## src/rtl/tsi_pkg.sv

```systemverilog
package tsi_pkg;

  typedef struct packed {
    logic wrBank;
    logic rdBank;
    logic applySwap;
  } tsi_strobe_t;

  typedef enum logic [1:0] {
    TGT_SVC  = 2'd0,
    TGT_PROT = 2'd1,
    TGT_CTRL = 2'd2,
    TGT_NONE = 2'd3
  } cfg_target_e;

  localparam logic [1:0] FORCE_AIS  = 2'b01;
  localparam logic [1:0] FORCE_UNEQ = 2'b10;

endpackage

```

## src/rtl/tsi_ctrl.sv

```systemverilog
module tsi_ctrl
  import tsi_pkg::*;
#(
  parameter int SLOTS = 4,
  localparam int SW = (SLOTS > 1) ? $clog2(SLOTS) : 1
) (
  input  logic          clk,
  input  logic          rst_n,
  input  logic          frameStart,
  input  logic          swapCmd,
  input  logic          swapInband,
  output tsi_strobe_t   strobe,
  output logic [SW-1:0] curSlot
);

  logic [SW-1:0] slotCnt;
  logic          bankReg;
  logic          pendReg;
  logic          wrBank;
  logic          anyReq;
  logic          applySwap;

  assign anyReq    = swapCmd | swapInband;
  assign curSlot   = frameStart ? '0 : slotCnt;
  assign wrBank    = frameStart ? ~bankReg : bankReg;
  assign applySwap = frameStart & (pendReg | anyReq);

  assign strobe.wrBank    = wrBank;
  assign strobe.rdBank    = ~wrBank;
  assign strobe.applySwap = applySwap;

  always_ff @(posedge clk) begin
    if (!rst_n) begin
      slotCnt <= '0;
      bankReg <= 1'b0;
      pendReg <= 1'b0;
    end else begin
      slotCnt <= (curSlot == SW'(SLOTS - 1)) ? '0 : curSlot + SW'(1);
      bankReg <= wrBank;
      if (applySwap)   pendReg <= 1'b0;
      else if (anyReq) pendReg <= 1'b1;
    end
  end

  assert_slot_restart_R1: assert property (@(posedge clk) disable iff (!rst_n)
    frameStart |=> slotCnt == SW'(1));

  assert_bank_flip_R1: assert property (@(posedge clk) disable iff (!rst_n)
    frameStart |=> bankReg != $past(bankReg));

  assert_swap_held_R4: assert property (@(posedge clk) disable iff (!rst_n)
    (anyReq && !frameStart) |=> pendReg);

  assert_pend_clear_R10: assert property (@(posedge clk) disable iff (!rst_n)
    applySwap |=> !pendReg);

endmodule

```

## src/rtl/tsi_datapath.sv

```systemverilog
module tsi_datapath
  import tsi_pkg::*;
#(
  parameter int LANES = 2,
  parameter int SLOTS = 4,
  localparam int LW = (LANES > 1) ? $clog2(LANES) : 1,
  localparam int SW = (SLOTS > 1) ? $clog2(SLOTS) : 1,
  localparam int ENTRIES = LANES * SLOTS,
  localparam int IW = (ENTRIES > 1) ? $clog2(ENTRIES) : 1,
  localparam int EW = LW + SW
) (
  input  logic               clk,
  input  logic               rst_n,
  input  tsi_strobe_t        strobe,
  input  logic [SW-1:0]      curSlot,
  input  logic [LANES*8-1:0] inData,
  input  logic               cfgWe,
  input  logic [1:0]         cfgTarget,
  input  logic [LW-1:0]      cfgOutLane,
  input  logic [SW-1:0]      cfgOutSlot,
  input  logic [LW-1:0]      cfgSrcLane,
  input  logic [SW-1:0]      cfgSrcSlot,
  input  logic               cfgProt,
  input  logic [1:0]         cfgForce,
  output logic [LANES*8-1:0] outData
);

  logic [ENTRIES-1:0][EW-1:0] shSvc, acSvc, shProt, acProt;
  logic [ENTRIES-1:0][2:0]    shCtl, acCtl;
  logic [7:0] dataBuf [2][LANES][SLOTS];
  logic [IW-1:0] cfgIdx;

  assign cfgIdx = IW'(cfgOutLane) * IW'(SLOTS) + IW'(cfgOutSlot);

  always_ff @(posedge clk) begin
    if (!rst_n) begin
      shSvc <= '0; acSvc <= '0;
      shProt <= '0; acProt <= '0;
      shCtl <= '0; acCtl <= '0;
    end else begin
      if (strobe.applySwap) begin
        acSvc  <= shSvc;
        acProt <= shProt;
        acCtl  <= shCtl;
      end
      if (cfgWe) begin
        case (cfg_target_e'(cfgTarget))
          TGT_SVC:  shSvc[cfgIdx]  <= {cfgSrcLane, cfgSrcSlot};
          TGT_PROT: shProt[cfgIdx] <= {cfgSrcLane, cfgSrcSlot};
          TGT_CTRL: shCtl[cfgIdx]  <= {cfgForce, cfgProt};
          default:  ;
        endcase
      end
    end
  end

  always_ff @(posedge clk) begin
    for (int l = 0; l < LANES; l++)
      dataBuf[strobe.wrBank][l][curSlot] <= inData[l*8 +: 8];
  end

  for (genvar o = 0; o < LANES; o++) begin : g_out
    logic [IW-1:0]  rowIdx;
    logic [2:0]     ctl;
    logic [EW-1:0]  svcEnt, protEnt, src;
    logic [7:0]     nextByte;
    logic [7:0]     outReg;

    assign rowIdx  = IW'(o * SLOTS) + IW'(curSlot);
    assign ctl     = strobe.applySwap ? shCtl[rowIdx]  : acCtl[rowIdx];
    assign svcEnt  = strobe.applySwap ? shSvc[rowIdx]  : acSvc[rowIdx];
    assign protEnt = strobe.applySwap ? shProt[rowIdx] : acProt[rowIdx];
    assign src     = ctl[0] ? protEnt : svcEnt;

    always_comb begin
      case (ctl[2:1])
        FORCE_AIS:  nextByte = 8'hFF;
        FORCE_UNEQ: nextByte = 8'h00;
        default:    nextByte = dataBuf[strobe.rdBank][src[EW-1:SW]][src[SW-1:0]];
      endcase
    end

    always_ff @(posedge clk) begin
      if (!rst_n) outReg <= '0;
      else        outReg <= nextByte;
    end

    assign outData[o*8 +: 8] = outReg;
  end

  assert_swap_copies_R4: assert property (@(posedge clk) disable iff (!rst_n)
    strobe.applySwap |=> (acSvc == $past(shSvc)) && (acProt == $past(shProt))
                         && (acCtl == $past(shCtl)));

  assert_live_hold_R3: assert property (@(posedge clk) disable iff (!rst_n)
    !strobe.applySwap |=> $stable(acSvc) && $stable(acProt) && $stable(acCtl));

endmodule

```

## src/rtl/tsi_shadow_switch.sv

```systemverilog
module tsi_shadow_switch
  import tsi_pkg::*;
#(
  parameter int LANES = 2,
  parameter int SLOTS = 4,
  localparam int LW = (LANES > 1) ? $clog2(LANES) : 1,
  localparam int SW = (SLOTS > 1) ? $clog2(SLOTS) : 1
) (
  input  logic               clk,
  input  logic               rst_n,
  input  logic               frameStart,
  input  logic [LANES*8-1:0] inData,
  input  logic               cfgWe,
  input  logic [1:0]         cfgTarget,
  input  logic [LW-1:0]      cfgOutLane,
  input  logic [SW-1:0]      cfgOutSlot,
  input  logic [LW-1:0]      cfgSrcLane,
  input  logic [SW-1:0]      cfgSrcSlot,
  input  logic               cfgProt,
  input  logic [1:0]         cfgForce,
  input  logic               swapCmd,
  input  logic               swapInband,
  output logic [LANES*8-1:0] outData
);

  tsi_strobe_t   strobe;
  logic [SW-1:0] curSlot;

  tsi_ctrl #(.SLOTS(SLOTS)) i_ctrl (
    .clk(clk), .rst_n(rst_n), .frameStart(frameStart),
    .swapCmd(swapCmd), .swapInband(swapInband),
    .strobe(strobe), .curSlot(curSlot)
  );

  tsi_datapath #(.LANES(LANES), .SLOTS(SLOTS)) i_datapath (
    .clk(clk), .rst_n(rst_n), .strobe(strobe), .curSlot(curSlot),
    .inData(inData), .cfgWe(cfgWe), .cfgTarget(cfgTarget),
    .cfgOutLane(cfgOutLane), .cfgOutSlot(cfgOutSlot),
    .cfgSrcLane(cfgSrcLane), .cfgSrcSlot(cfgSrcSlot),
    .cfgProt(cfgProt), .cfgForce(cfgForce), .outData(outData)
  );

endmodule

```

## config.mk

```make
export PLATFORM = sky130hd
export DESIGN_NAME = tsi_shadow_switch
export DESIGN_NICKNAME = d
export VERILOG_FILES = /design/src/rtl/tsi_pkg.sv /design/src/rtl/tsi_ctrl.sv /design/src/rtl/tsi_datapath.sv /design/src/rtl/tsi_shadow_switch.sv
export SDC_FILE = /design/constraint.sdc
export NUM_CORES = 1
export LEC_CHECK = 0
export ABC_CLOCK_PERIOD_IN_PS = 3700
export BUFFER_PORTS_ARGS = -buffer_cell sky130_fd_sc_hd__buf_2
export CAP_MARGIN = 25
export CORE_AREA = 2 2 150 152
export CTS_CLUSTER_DIAMETER = 120
export DETAILED_ROUTE_END_ITERATION = 7
export DIE_AREA = 0 0 152 154
export PLACE_DENSITY = 0.89
export SETUP_SLACK_MARGIN = 0.02
export SYNTH_ARGS = -nofsm -noshare
export SYNTH_HDL_FRONTEND = slang
export SYNTH_SLANG_ARGS = --single-unit
export TNS_END_PERCENT = 5
```

## constraint.sdc

```tcl
create_clock -name clk -period 3.7 [get_ports clk]
set_input_delay 0.185 -clock clk [delete_from_list [all_inputs] [get_ports clk]]
set_output_delay 0.185 -clock clk [all_outputs]
set_load 0.01 [all_outputs]
```

After elaboration in Yosys (flattened, before gate mapping)
Memories as Yosys holds them, arrays and structs flattened.
Index checks and enable logic that the tools add are counted.
Storage, ports and cells
  logic and storage cells: 148
  memories: 1
  output and inout bits: 16
  bits of input ports: 33
  flip-flop bits (word level): 164
  memory bits (writable): 128
Operators by class
  reduce and logical (&&, ||, !) cells: 8
  bitwise operators: 11
  add/sub/neg operators: 3
  $lt $le $gt $ge: 10
  eq/ne operators: 7
  mux-type cells: 55
Memory list
  i_datapath.dataBuf: depth 2, bits a word 64, rd ports 1, clocked after Yosys merged registers in 0, write ports 1, line tsi_datapath.sv:30  | logic [7:0] dataBuf [2][LANES][SLOTS];
Operators with widths (count)
  32-bit 2-to-1 mux: 6
  24-bit bitwise mux: 3
  3-bit 2-to-1 mux: 21
  3-bit binary-select mux with 3-bit select: 6
  8-bit 2-to-1 mux: 5
  3-bit binary-select mux with 2-bit select: 6
  8-bit binary-select mux with 2-bit select: 2
  8-bit one-hot mux with 2 select lines: 2
  8-bit demux with 2-bit select: 1
  3-bit demux with 3-bit select: 1
  3-bit greater-or-equal comparator (second input constant): 3
  2-bit inverter with 3-bit output: 3
  2-bit == test (second input constant): 4
  3-bit by 4-bit less-than comparator with 1-bit output (second input constant): 2
  2-bit by 1-bit == test with 1-bit output (second input constant): 3
  2-bit AND reduction: 3
  2-bit greater-or-equal comparator (second input constant): 2
  2-bit by 4-bit less-than comparator with 1-bit output (second input constant): 1
  1-bit inverter with 2-bit output: 2
  2-bit OR reduction: 2
  3-bit by 2-bit adder with 3-bit output: 1
  3-bit by 2-bit adder with 3-bit output (first input constant): 1
  3-bit by 1-bit greater-or-equal comparator with 1-bit output (second input constant): 1
  3-bit by 1-bit less-than comparator with 1-bit output (second input constant): 1
  8 further kinds: 12

Longest topological paths before layout
Gate-level depths: netlist of the first run.
  word-level depth: 14
  mapped depth: 15
  depth with buffers taken out: 11

Hierarchy
From an unflattened synthesis of the first run, not the netlist that was laid out.
Unflattened totals
  cell total of the unflattened synthesis: 1059
  area total of the unflattened synthesis: 13431.6 sq um
By module, submodules not included
  tsi_datapath: instances 1, sequential area each 7046.8 sq um, cells each 1042, area an instance 13256.5 sq um
  tsi_ctrl: instances 1, sequential area each 80.1 sq um, cells each 17, area an instance 175.2 sq um

Least setup slack after synthesis of the first run
No wires, ideal clock.
  kind: register to register
  from: reg i_ctrl.slotCnt[0]
  to: reg i_datapath.g_out[0].outReg[0]
  library setup time: 0.138 ns
  required time: 3.562 ns
  buffers on the path: 4
  slack: 0.908 ns
  cell stages (with the launch flop): 15
  period minus slack after synthesis: 2.792 ns
  arrival: 2.654 ns
  cells stage by stage: dfxtp_1 > buf_4 > nor2b_2 > buf_6 > inv_4 > a221oi_1 > o21ai_0 > a211oi_2 > a211o_1 > buf_6 > buf_6 > mux2i_1 > o22ai_1 > a2111oi_2 > a21oi_1
Between the ends
  cells in the longest elaborated chain, start to end: 13
  elaborated cells on any way between the ends: 28
  classes of those cells: 2 x eq/ne; 24 x mux; 2 x bitwise
Ends and longest elaborated chain
  start, declared: line tsi_ctrl.sv:16  | logic [SW-1:0] slotCnt;
  start signal, assigned: line tsi_ctrl.sv:38  | slotCnt <= (curSlot == SW'(SLOTS - 1)) ? '0 : curSlot + SW'(1);
  2-bit 2-to-1 mux (*): line tsi_ctrl.sv:24  | assign curSlot = frameStart ? '0 : slotCnt;
  3-bit binary-select mux with 2-bit select (on tied branches): line tsi_datapath.sv:71, tsi_datapath.sv:70, tsi_datapath.sv:72
  3-bit 2-to-1 mux (on tied branches) (2 in series): line tsi_datapath.sv:71, tsi_datapath.sv:70, tsi_datapath.sv:72
  3-bit 2-to-1 mux: line tsi_datapath.sv:73  | assign src = ctl[0] ? protEnt : svcEnt;
  1-bit inverter with 2-bit output (not written as such): line tsi_datapath.sv:79  | default: nextByte = dataBuf[strobe.rdBank][src[EW-1:SW]][src[SW-1:0]];
  32-bit 2-to-1 mux (not written as such) (3 in series): line tsi_datapath.sv:79
  8-bit binary-select mux with 2-bit select: line tsi_datapath.sv:79
  8-bit 2-to-1 mux (not written as such) (2 in series): line tsi_datapath.sv:79
  8-bit one-hot mux with 2 select lines (*): line tsi_datapath.sv:76  | case (ctl[2:1])
  end signal, assigned: line tsi_datapath.sv:85  | else outReg <= nextByte;
  end, declared: line tsi_datapath.sv:67  | logic [7:0] outReg;
Every way passes the cells marked *; elsewhere a longest branch is shown, timed or not. The select of a mux whose other input is x is not followed.
A chain may end at the register's enable or synchronous reset.

Worst setup path after layout of the first run
  from: reg i_ctrl.pendReg
  to: reg i_datapath.g_out[0].outReg[2]
Between the ends
  cells in the longest elaborated chain, start to end: 12
  elaborated cells on any way between the ends: 17
  classes of those cells: 2 x eq/ne; 11 x mux; 4 x bitwise
Ends and longest elaborated chain
  start, declared: line tsi_ctrl.sv:18  | logic pendReg;
  start signal, assigned: line tsi_ctrl.sv:36  | pendReg <= 1'b0;
  start signal, assigned: line tsi_ctrl.sv:40  | if (applySwap) pendReg <= 1'b0;
  start signal, assigned: line tsi_ctrl.sv:41  | else if (anyReq) pendReg <= 1'b1;
  1-bit bitwise OR (*): line tsi_ctrl.sv:26  | assign applySwap = frameStart & (pendReg | anyReq);
  1-bit AND (*): line tsi_ctrl.sv:26
  3-bit 2-to-1 mux (on tied branches): line tsi_datapath.sv:71, tsi_datapath.sv:70, tsi_datapath.sv:72
  3-bit 2-to-1 mux: line tsi_datapath.sv:73
  1-bit inverter with 2-bit output (not written as such): line tsi_datapath.sv:79
  32-bit 2-to-1 mux (not written as such) (3 in series): line tsi_datapath.sv:79
  8-bit binary-select mux with 2-bit select: line tsi_datapath.sv:79
  8-bit 2-to-1 mux (not written as such) (2 in series): line tsi_datapath.sv:79
  8-bit one-hot mux with 2 select lines (*): line tsi_datapath.sv:76
Marks and branches as above.

==> metrics.csv, run 1 <==
stage;metric;value;unit
setup_path;end_kind;flop;
sta;worstMarginPinSlew;1.04;ns
global_route;antenna_found_initial;1;
pwr;p_sw_share;23.8;%
sta;max_slew_margin;30.7;%
die;die_area;23400;µm²
setup_path;cp_cell_sequence;o31a_4 > a221oi_1 > o21ai_0 > a211oi_2 > a211o_2 > buf_12 > mux2i_1 > o22ai_1 > a2111oi_2 > a21oi_1;
cells_and_area;final_cell_area;15000;µm²
detailed_routing;route.detailed.drc;0;
setup_path;arrival;3.88;ns
die;row_count;54;
logic_synthesis;yosysUniqueCellTypes;63;
logic_synthesis;synthArstFlopShare;0;%
sta;final.setup.tns;0;ns
sta;slew_viol_final;0;
clocking;clk_latency;0.56;ns
pwr;p_total;7.19;mW
cells_and_area;final_nets;1377;
cells_and_area;drive_gt1_share;13.2;%
global_route;grt_util_all_layers;28.5;%
global_route;use_met2;49.2;%
detailed_routing;routedWlPerCell;20.8;µm
detailed_routing;ant_nets;0;
sta;timing.hold.ws;0.0564;ns
die;die_x;152;µm
setup_path;critPathLaunchType;flop;
global_route;grt_pass1_wl;54000;µm
place;placed_area;13800;µm²
clocking;cts.clk_slew.worst_paths;0.06;ns
setup_path;cp_top_family;compound AO/OA/AOI/OAI gates;
global_route;grt_max_degree;121;
setup_path;slowest_stage;o31a_4;
setup_path;timing.critical_path.buf_inv;1;
status;outcome;finished clean;
clocking;root_buffer;clkbuf_16;
global_route;grt_pass1_vias;10200;
die;fp.dieH;154;µm
logic_synthesis;syn_inst;1291;
sta;max_freq;0.289;GHz
global_route;busiest_layer;met2;
global_route;grt_util_met1;36.2;%
logic_synthesis;synth_edf_count;128;
cells_and_area;regArea;7130;µm²
setup_path;crit_type;reg2reg;
setup_path;crit_required;4.12;ns
run;drv_cap;0;
clocking;clk_path_buf_depth;3;
pwr;switchingPower;1.71;mW
clocking;cts_tree;yes;
die;coreArea;21700;µm²
logic_synthesis;ys_ff_latch;292;
cells_and_area;multiInputGateArea;5760;µm²
sta;fin_ws;0.238;ns
logic_synthesis;netlist_area;13300;µm²
min_path;hold_path_class;in2reg;
cells_and_area;syn_to_final_growth;12.5;%
global_route;grt.overflow.total;0;
logic_synthesis;synth.avg_cell_area;10.3;µm²
die;ioPinCount;49;
pwr;power.internal;5.48;mW
pwr;power_leakage;5.19;nW
place;routabilityCongestion;0.923;
place;hpwlAfterDp;21400;µm
setup_path;cpPeakStageDelay;0.46;ns
sta;rsz0062_at_grt;no;
clocking;htree_levels;1;
detailed_routing;first_pass_iters;8;
global_route;use_met3;4.48;%
clocking;clock_sinks;292;
logic_synthesis;yosysWarningCount;0;
sta;clock_skew;0.0146;ns
place;pre_cts_slack;0.352;ns
pwr;p_comb_share;9.7;%
die;initial_core_util;61.3;%
setup_path;cp_max_fo;62;
logic_synthesis;syn_nets;1330;
pwr;pwr-share-clk;41.2;%
pwr;p_seq_share;49.1;%
detailed_routing;vias;10400;
detailed_routing;avgViaCountPerCell;6.34;
logic_synthesis;synth_ff_type;dfxtp_1;
detailed_routing;wirelength;34200;µm
sta;finalHoldViolations;0;
sta;setup_violations;0;
sta;period_share;93.6;%
detailed_routing;drt_iter0_markers;1163;
sta;min_period;3.46;ns
place;port-buffer-count;48;
logic_synthesis;yosysSeqAreaShare;53.6;%
pwr;peakVddDrop;0.000379;V
cells_and_area;fill_cells;1469;
pwr;power.density;480;nW/µm²
clocking;tritoncts.num_buffers;30;
layout make-up:
class,instances,share of cell area [%]
well taps,280,2.34
inverters,9,0.242
clock inverters,11,0.769
repair buffers,101,4.85
clock buffers,43,5.68
multi-input cells,904,38.5
flip-flops and latches,292,47.6
diodes,1,0.0167
kinds of logic after synthesis:
logic type                 share of synthesized area (%)
AOI/OAI and AO/OA                                   15.1
DFF                                                 53.6
buffers and inverters                               3.34
xor gates and xnor gates                           0.132
and+or+nand+nor                                     15.5
adders and majority gates                          0.564
muxes                                               11.8
cell usage in the layout (no fill, tap or decap), types with 35 or more instances in the layout:
| master | count |
|---|---|
| nand2_1 | 312 |
| dfxtp_1 | 164 |
| edfxtp_1 | 128 |
| mux2i_1 | 115 |
| a21boi_0 | 111 |
| nand3_1 | 51 |
| buf_2 | 47 |
| o21ai_0 | 46 |
| a21oi_1 | 35 |
| nor2b_1 | 35 |
layer usage:
metal / share of wire [%] / vias up
li1: - / 4698
met1: 38 / 4914
met2: 48 / 642
met3: 9.5 / 142
met4: 4.2 / 0
met5: 0 / -
synthesized netlist by cell type, types with 3 or more instances:
master,number,area [µm²]
and2_1,10,62.6
ha_1,6,75.1
edfxtp_1,128,3840
inv_1,8,30.0
or3_1,4,25.0
clkbuf_1,60,225
nand4_1,6,37.5
nand3b_1,6,45.0
a211oi_2,3,37.5
buf_2,8,40.0
a21oi_1,35,175
o21ai_1,4,20.0
buf_1,4,15.0
a2111oi_2,6,90.1
a22oi_1,9,67.6
o211ai_1,8,60.1
nor2_1,24,90.1
o21ai_0,46,230
dfxtp_1,164,3280
a211oi_1,12,90.1
mux2_2,28,315
mux2i_1,115,1150
a2111oi_0,3,26.3
nand2_1,312,1170
o22a_1,5,43.8
a21boi_0,111,833
nor3_1,3,15.0
o22ai_1,8,50.1
buf_4,8,60.1
nor2b_1,35,219
buf_6,6,67.6
a221oi_1,6,52.6
and3b_1,5,43.8
mux4_2,4,90.1
nand3_1,52,260
nor3b_1,5,37.5
per-stage QoR:
stage	cells	util (%)
finish	1641	69.0
global route	1641	69.0
CTS	1639	69.0
detailed placement	1566	63.7
global placement	1566	63.7
floorplan	1291	-
worst paths after layout:
| kind | start | end | slack (ns) | cells after the start |
|---|---|---|---|---|
| worst min-delay path | rst_n | i_datapath.acCtl[5] | 0.06 | 2 |
| worst max register to register | i_ctrl.pendReg | i_datapath.g_out[0].outReg[2] | 0.24 | 10 |
| worst min register to register | i_datapath.shCtl[23] | i_datapath.acCtl[23] | 0.46 | 2 |
| worst max-delay path | i_ctrl.pendReg | i_datapath.g_out[0].outReg[2] | 0.24 | 10 |
power by group through the flow:
stage	Clock [mW]	Sequential [mW]	Combinational, mW
floorplan	0	3.59	0.422
global placement	0	3.59	0.637
detailed placement	0	3.59	0.656
CTS	2.97	3.53	0.683
global route	3.09	3.54	0.739
finish	2.96	3.53	0.698
flip-flops by register name, indices dropped and copies added, names as in the netlist:
register                 cells
i_datapath.dataBuf         128
i_datapath.acCtl            24
i_datapath.acProt           24
i_datapath.acSvc            24
i_datapath.shCtl            24
i_datapath.shProt           24
i_datapath.shSvc            24
i_datapath.g_out.outReg     16
i_ctrl.slotCnt               2
i_ctrl.bankReg               1
i_ctrl.pendReg               1
worst register-to-register path: stages, from the launching register on:
cell       delay (ns)
dfxtp_1          0.37
o31a_4           0.46
a221oi_1         0.34
o21ai_0          0.20
a211oi_2         0.43
a211o_2          0.20
buf_12           0.28
mux2i_1          0.37
o22ai_1          0.13
a2111oi_2        0.44
a21oi_1          0.12
repair_timing:
| action | CTS | global route |
|---|---|---|
| setup buffers | 0 | 0 |
| gates resized for setup | 0 | 0 |
| hold buffers | 19 | 0 |
| hold endpoints to repair | 142 | 0 |
| endpoints found under the setup margin | 0 | 0 |
No activity file was read; power rests on OpenSTA's default activity.
==> run 2, diff against run 1 <==
- RECOVER_POWER: default -> 25
==> run 2 against run 1 <==
  * Clock skew barely moved
  * Combinational power barely moved
  * Fmax rose by 0.57%
  * Flip-flop and latch count did not move
  * Clock power barely moved
  * Cell area fell by 0.12%
  * Global-route usage did not move
  * Largest cell class unchanged
==> metrics.csv, run 2 (synthesis gave the netlist of run 1 again) <==
stage;metric;value;unit;change
status;outcome;finished clean;;
clocking;cts.clk_slew.worst_paths;0.06;ns;about the same
sta;rsz0062_at_grt;no;;
setup_path;critPathLaunchType;flop;;
detailed_routing;wirelength;34300;µm;+0.20%
min_path;hold_path_class;in2reg;;
sta;max_freq;0.290;GHz;+0.57%
die;coreArea;21700;µm²;unchanged
sta;finalHoldViolations;0;;unchanged
pwr;peakVddDrop;0.000380;V;+0.36%
setup_path;end_kind;flop;;
setup_path;crit_type;reg2reg;;
cells_and_area;final_nets;1377;;unchanged
pwr;p_total;7.19;mW;about the same
clocking;cts_tree;yes;;
detailed_routing;route.detailed.drc;0;;unchanged
die;die_area;23400;µm²;unchanged
sta;slew_viol_final;0;;unchanged
clocking;htree_levels;1;;unchanged
global_route;grt_pass1_vias;10200;;unchanged
place;port-buffer-count;48;;unchanged
global_route;grt.overflow.total;0;;unchanged
sta;clock_skew;0.0147;ns;+0.000130 ns
detailed_routing;vias;10400;;-0.067%
sta;setup_violations;0;;unchanged
cells_and_area;regMostFlops;i_datapath.dataBuf;;
cells_and_area;largest_register_ff_count;128;;unchanged
setup_path;arrival;3.87;ns;about the same
clocking;clock_sinks;292;;unchanged
clocking;clk_path_buf_depth;3;;unchanged
cells_and_area;syn_to_final_growth;12.4;%;
sta;period_share;93.0;%;-0.53 points
setup_path;cp_max_fo;62;;unchanged
detailed_routing;first_pass_iters;6;;-2
setup_path;r2r_cells;10;;unchanged
sta;max_slew_margin;31.4;%;+0.71 points
cells_and_area;mostFrequentLayoutCell;nand2_1;;
detailed_routing;avgViaCountPerCell;6.33;;about the same
setup_path;crit_required;4.12;ns;about the same
global_route;antenna_found_initial;1;;unchanged
place;hpwlAfterDp;21400;µm;unchanged
sta;worstMarginPinSlew;1.03;ns;-0.0107 ns
global_route;grt_max_degree;121;;unchanged
pwr;power.density;480;nW/µm²;about the same
cells_and_area;fill_cells;1481;;+0.82%
die;die_x;152;µm;unchanged
detailed_routing;drt_iter0_markers;1165;;+0.17%
global_route;grt_util_all_layers;28.5;%;unchanged
die;initial_core_util;61.3;%;unchanged
die;row_count;54;;unchanged
clocking;post_cts_buffers;0;;unchanged
clocking;root_buffer;clkbuf_16;;
sta;min_period;3.44;ns;-0.0195 ns
cells_and_area;drive_gt1_share;12.1;%;-1.0 points
cells_and_area;final-instance-count-excl-fill;1641;;unchanged
min_path;hold_depth;2;;unchanged
sta;final.setup.tns;0;ns;unchanged
clocking;tritoncts.num_buffers;30;;unchanged
pwr;power_leakage;5.15;nW;-0.74%
global_route;grt_pass1_wl;54000;µm;unchanged
place;place_inst;1566;;unchanged
die;fp.dieH;154;µm;unchanged
place;routabilityCongestion;0.923;;unchanged
detailed_routing;routedWlPerCell;20.9;µm;+0.20%
clocking;clk_latency;0.56;ns;about the same
cells_and_area;final_cell_mix;nand2_1 (312), dfxtp_1 (164), edfxtp_1 (128);;
run;drv_cap;0;;unchanged
place;pre_cts_slack;0.352;ns;unchanged
die;ioPinCount;49;;unchanged
detailed_routing;ant_nets;0;;unchanged
sta;fin_ws;0.258;ns;+0.0195 ns
-- run 2: changes by cell type in the layout (fill, tap and decap cells not counted) --
cell      before  now
buf_2         47   33
clkbuf_1       9   23
-- run 2: timing repair --
item	in CTS	in global routing
endpoints found under the hold margin	142	0
endpoints found under the setup margin	0	0
hold buffers	19	0
resized for setup	0	0
-- run 2: cell type report --
| cell class | instances | area (µm²) | share of cell area [%] |
|---|---|---|---|
| Inverter | 9 | 36.3 | 0.243 |
| Clock buffer | 43 | 851 | 5.69 |
| Tap cell | 280 | 350 | 2.34 |
| Sequential cell | 292 | 7130 | 47.7 |
| Antenna cell | 1 | 2.50 | 0.0167 |
| Clock inverter | 11 | 115 | 0.770 |
| Timing Repair Buffer | 101 | 708 | 4.74 |
| Multi-Input combinational cell | 904 | 5760 | 38.5 |
-- run 2: final timing paths --
kind                                        end  slack (ns)                 start
setup / recovery  i_datapath.g_out[0].outReg[2]        0.26        i_ctrl.pendReg
hold / removal             i_datapath.shProt[4]        0.05                 rst_n
setup reg to reg  i_datapath.g_out[0].outReg[2]        0.26        i_ctrl.pendReg
hold reg to reg            i_datapath.acCtl[23]        0.46  i_datapath.shCtl[23]
-- run 2: metrics by stage --
step	utilization, %	area (µm²)	hold slack, ns
floorplan	-	13300	0.284
global placement	63.7	13800	0.448
detailed placement	63.7	13800	0.456
CTS	69.0	15000	0.0432
global route	69.0	15000	0.0634
finish	69.0	15000	0.0548
-- run 2: metal layers --
| metal | track usage, % | routed length, µm | part of all wire (%) | vias up |
|---|---|---|---|---|
| li1 | - | - | - | 4704 |
| met2 | 49.2 | 16500 | 48 | 641 |
| met5 | 0 | 0 | 0 | - |
| met4 | 11.1 | 1400 | 4.1 | 0 |
| met1 | 36.2 | 13200 | 38 | 4912 |
| met3 | 4.48 | 3210 | 9.4 | 132 |
-- run 2: power breakdown --
part	switching [mW]	total, mW	internal [mW]
combinational	0.435	0.697	0.262
sequential	0.0507	3.53	3.48
clock	1.23	2.96	1.73
-- run 2: critical path: stages, from the launching register on --
cell       delay [ns]
dfxtp_1          0.37
o31a_4           0.46
a221oi_1         0.34
o21ai_0          0.20
a211oi_2         0.42
a211o_2          0.20
buf_12           0.29
mux2i_1          0.29
o22ai_1          0.13
a2111oi_2        0.44
a21oi_1          0.11
==> run 3, diff against run 2 <==
- CORE_AREA: 2 2 150 152 -> 2 2 151 153
- DIE_AREA: 0 0 152 154 -> 0 0 153 155
- SYNTH_HIERARCHICAL: default -> 1
==> run 3 against run 2 <==
  * Synthesized area rose by 0.95%
  * Non-clock buffer count grew 4
  * Combinational power shrank 11%
  * Largest cell class unchanged
==> metrics.csv, run 3 <==
stage;metric;value;unit;change
logic_synthesis;syn_inst;1059;;-18%
setup_path;timing.critical_path.buf_inv;3;;+2
cells_and_area;fill_cells;1452;;-2.0%
sta;max_slew_margin;29.4;%;-2.0 points
detailed_routing;avgViaCountPerCell;6.41;;+1.3%
die;row_count;55;;+1.9%
detailed_routing;ant_nets;0;;unchanged
die;coreArea;22200;µm²;+2.5%
detailed_routing;first_pass_iters;6;;unchanged
place;pre_cts_slack;0.112;ns;-0.240 ns
clocking;cts_tree;yes;;
sta;slew_viol_final;0;;unchanged
sta;finalHoldViolations;0;;unchanged
global_route;grt_max_degree;96;;-21%
setup_path;cp_top_family;simple AND/OR/NAND/NOR gates;;
global_route;grt_util_all_layers;26.9;%;-1.6 points
logic_synthesis;yosysSeqAreaShare;53.1;%;-0.50 points
min_path;min_to;i_ctrl/pendReg;;
pwr;power_leakage;5.27;nW;+2.3%
detailed_routing;routedWlPerCell;22.4;µm;+7.3%
logic_synthesis;syn_nets;1095;;-18%
clocking;root_buffer;clkbuf_16;;
detailed_routing;route.detailed.drc;0;;unchanged
min_path;hold_path_class;in2reg;;
detailed_routing;drt_iter0_markers;935;;-20%
sta;fin_ws;0.212;ns;-0.0456 ns
logic_synthesis;netlist_area;13400;µm²;+0.95%
logic_synthesis;yosysWarningCount;6;;+6
place;hpwlAfterDp;20200;µm;-6.0%
logic_synthesis;synth_ff_type;dfxtp_1;;
min_path;hold_depth;3;;+1
place;placed_area;14100;µm²;+1.9%
setup_path;cpPeakStageDelay;0.63;ns;+0.17 ns
sta;period_share;94.3;%;+1.2 points
detailed_routing;wirelength;31900;µm;-6.8%
setup_path;end_kind;flop;;
place;routabilityCongestion;0.867;;-6.1%
setup_path;r2r_slack;0.32;ns;+0.06 ns
sta;min_period;3.49;ns;+0.0456 ns
sta;timing.hold.ws;0.0179;ns;-0.0369 ns
clocking;tritoncts.num_buffers;30;;unchanged
sta;worstMarginPinSlew;1.06;ns;+0.0301 ns
sta;clock_skew;0.0105;ns;-0.00414 ns
setup_path;r2r-start;i_ctrl/pendReg;;
logic_synthesis;synth.largest_area_cell;edfxtp_1;;
die;fp.dieH;155;µm;+0.65%
clocking;post_cts_buffers;0;;unchanged
die;ioPinCount;49;;unchanged
die;initial_core_util;60.4;%;-0.92 points
cells_and_area;regMostFlops;i_datapath/dataBuf;;
setup_path;reg2reg_to;i_datapath/g_out[1].outReg[3];;
cells_and_area;final_cell_area;15200;µm²;+1.6%
logic_synthesis;synth_area_leaders;edfxtp_1 (29%), dfxtp_1 (24%), mux4_2 (12%);;
logic_synthesis;synth_edf_count;128;;unchanged
die;die_x;153;µm;+0.66%
pwr;peakVddDrop;0.000330;V;-13%
cells_and_area;drive_gt1_share;18.5;%;+6.4 points
detailed_routing;vias;9141;;-12%
sta;rsz0062_at_grt;no;;
clocking;clk_latency;0.55;ns;about the same
cells_and_area;final_nets;1153;;-16%
min_path;worstHoldStart;swapCmd;;
sta;setup_violations;0;;unchanged
cells_and_area;largest_register_ff_count;128;;unchanged
sta;max_freq;0.287;GHz;-1.3%
global_route;grt.overflow.total;0;;unchanged
clocking;clock_sinks;292;;unchanged
setup_path;crit_type;in2reg;;
logic_synthesis;ys_ff_latch;292;;unchanged
cells_and_area;final_cell_mix;dfxtp_1 (164), mux2i_1 (150), edfxtp_1 (128);;
place;port-buffer-count;48;;unchanged
pwr;power.density;461;nW/µm²;-4.0%
clocking;clk_path_buf_depth;3;;unchanged
global_route;antenna_found_initial;0;;-1
global_route;grt_pass1_vias;9333;;-8.8%
logic_synthesis;synthArstFlopShare;0;%;unchanged
setup_path;arrival;3.88;ns;about the same
cells_and_area;regArea;7130;µm²;unchanged
status;outcome;finished clean;;
setup_path;r2r_cells;9;;-1
logic_synthesis;yosysUniqueCellTypes;49;;-22%
logic_synthesis;synth_top_cell_area_share;28.6;%;-0.27 points
cells_and_area;mostFrequentLayoutCell;dfxtp_1;;
setup_path;cp_cell_sequence;dlygate4sd3_1 > buf_2 > and2b_2 > mux4_2 > nand3_1 > and4_4 > buf_4 > mux2_2 > o311ai_0 > o21ai_1;;
setup_path;cp_max_fo;24;;-61%
cells_and_area;syn_to_final_growth;13.2;%;
cells_and_area;antenna_cells;0;;-1
logic_synthesis;synth.avg_cell_area;12.7;µm²;+23%
cells_and_area;finish.utilization;68.4;%;-0.57 points
cells_and_area;multiInputGateArea;5980;µm²;+3.7%
setup_path;slowest_stage;mux4_2;;
setup_path;crit_required;4.09;ns;-0.03 ns
setup_path;critPathLaunchType;input port;;
logic_synthesis;synth_common_cells;dfxtp_1 (164), mux2i_1 (150), edfxtp_1 (128);;
logic_synthesis;yosysMostFrequentCell;dfxtp_1;;
global_route;grt_pass1_wl;50500;µm;-6.5%
run;drv_cap;0;;unchanged
sta;final.setup.tns;0;ns;unchanged
die;die_area;23700;µm²;+1.3%
clocking;htree_levels;1;;unchanged
clocking;cts.clk_slew.worst_paths;0.06;ns;about the same
setup_path;crit_start;frameStart;;
[run 3: worst max path at each step]
stage | end | cells after the start
6_report | i_datapath/g_out[0].outReg[7] | 10
5_1_grt | i_datapath/g_out[0].outReg[7] | 10
4_1_cts | i_datapath/g_out[0].outReg[7] | 10
3_5_place_dp | i_datapath/g_out[0].outReg[7] | 9
3_3_place_gp | i_datapath/g_out[0].outReg[7] | 9
2_1_floorplan | i_datapath/g_out[0].outReg[4] | 14
[run 3: per-layer routing]
metal	track usage (%)	part of all wire, %	vias up
met1	34.2	38	4459
met5	0	0	-
met2	46.1	49	506
met3	4.26	8.8	106
li1	-	-	4070
met4	11.9	4.0	0
[run 3: report_power, final]
part           leakage, nW  internal, mW  switching [mW]
combinational         2.30         0.277           0.346
sequential            2.50          3.47          0.0467
clock                0.464          1.68            1.19
[run 3: area by class of cell]
class / count / area share [%]
sequential: 292 / 46.9
multi-input combinational: 683 / 39.3
timing repair buffer: 105 / 5.12
clock inverter: 3 / 0.0988
inverter: 5 / 0.123
tap: 285 / 2.35
clock buffer: 52 / 6.11
[run 3: repair_timing]
action / 4_1_cts / 5_1_grt
gates resized for setup: 0 / 1
hold buffers: 20 / 0
setup endpoints to repair: 0 / 5
hold endpoints to repair: 138 / 0
[run 3: worst register-to-register path: stages (launching register included)]
cell	delay (ns)
dfxtp_1	0.30
nor3_1	0.38
nor2b_4	0.16
buf_12	0.20
mux4_2	0.47
mux4_2	0.61
a2111oi_0	0.58
a311oi_1	0.16
nor4_1	0.31
a31oi_1	0.07
[run 3: cells by family (layout without fill, tap and decap cells)]
kind of cell	Yosys count	count (layout)	share of synthesized area [%]
buf+inv	84	165	2.79
mux	243	243	25.2
xor+xnor	1	1	0.0652
simple gates	340	340	13.5
fa+ha+maj	3	3	0.279
compound gates	96	96	5.11
flops	292	292	53.1
[run 3: per-stage QoR]
| stage | total power [mW] | std cells |
|---|---|---|
| global route | 7.21 | 1425 |
| CTS | 7.03 | 1425 |
| detailed placement | 4.18 | 1350 |
| global placement | 4.15 | 1350 |
| finish | 7.01 | 1425 |
| floorplan | 3.97 | 1059 |
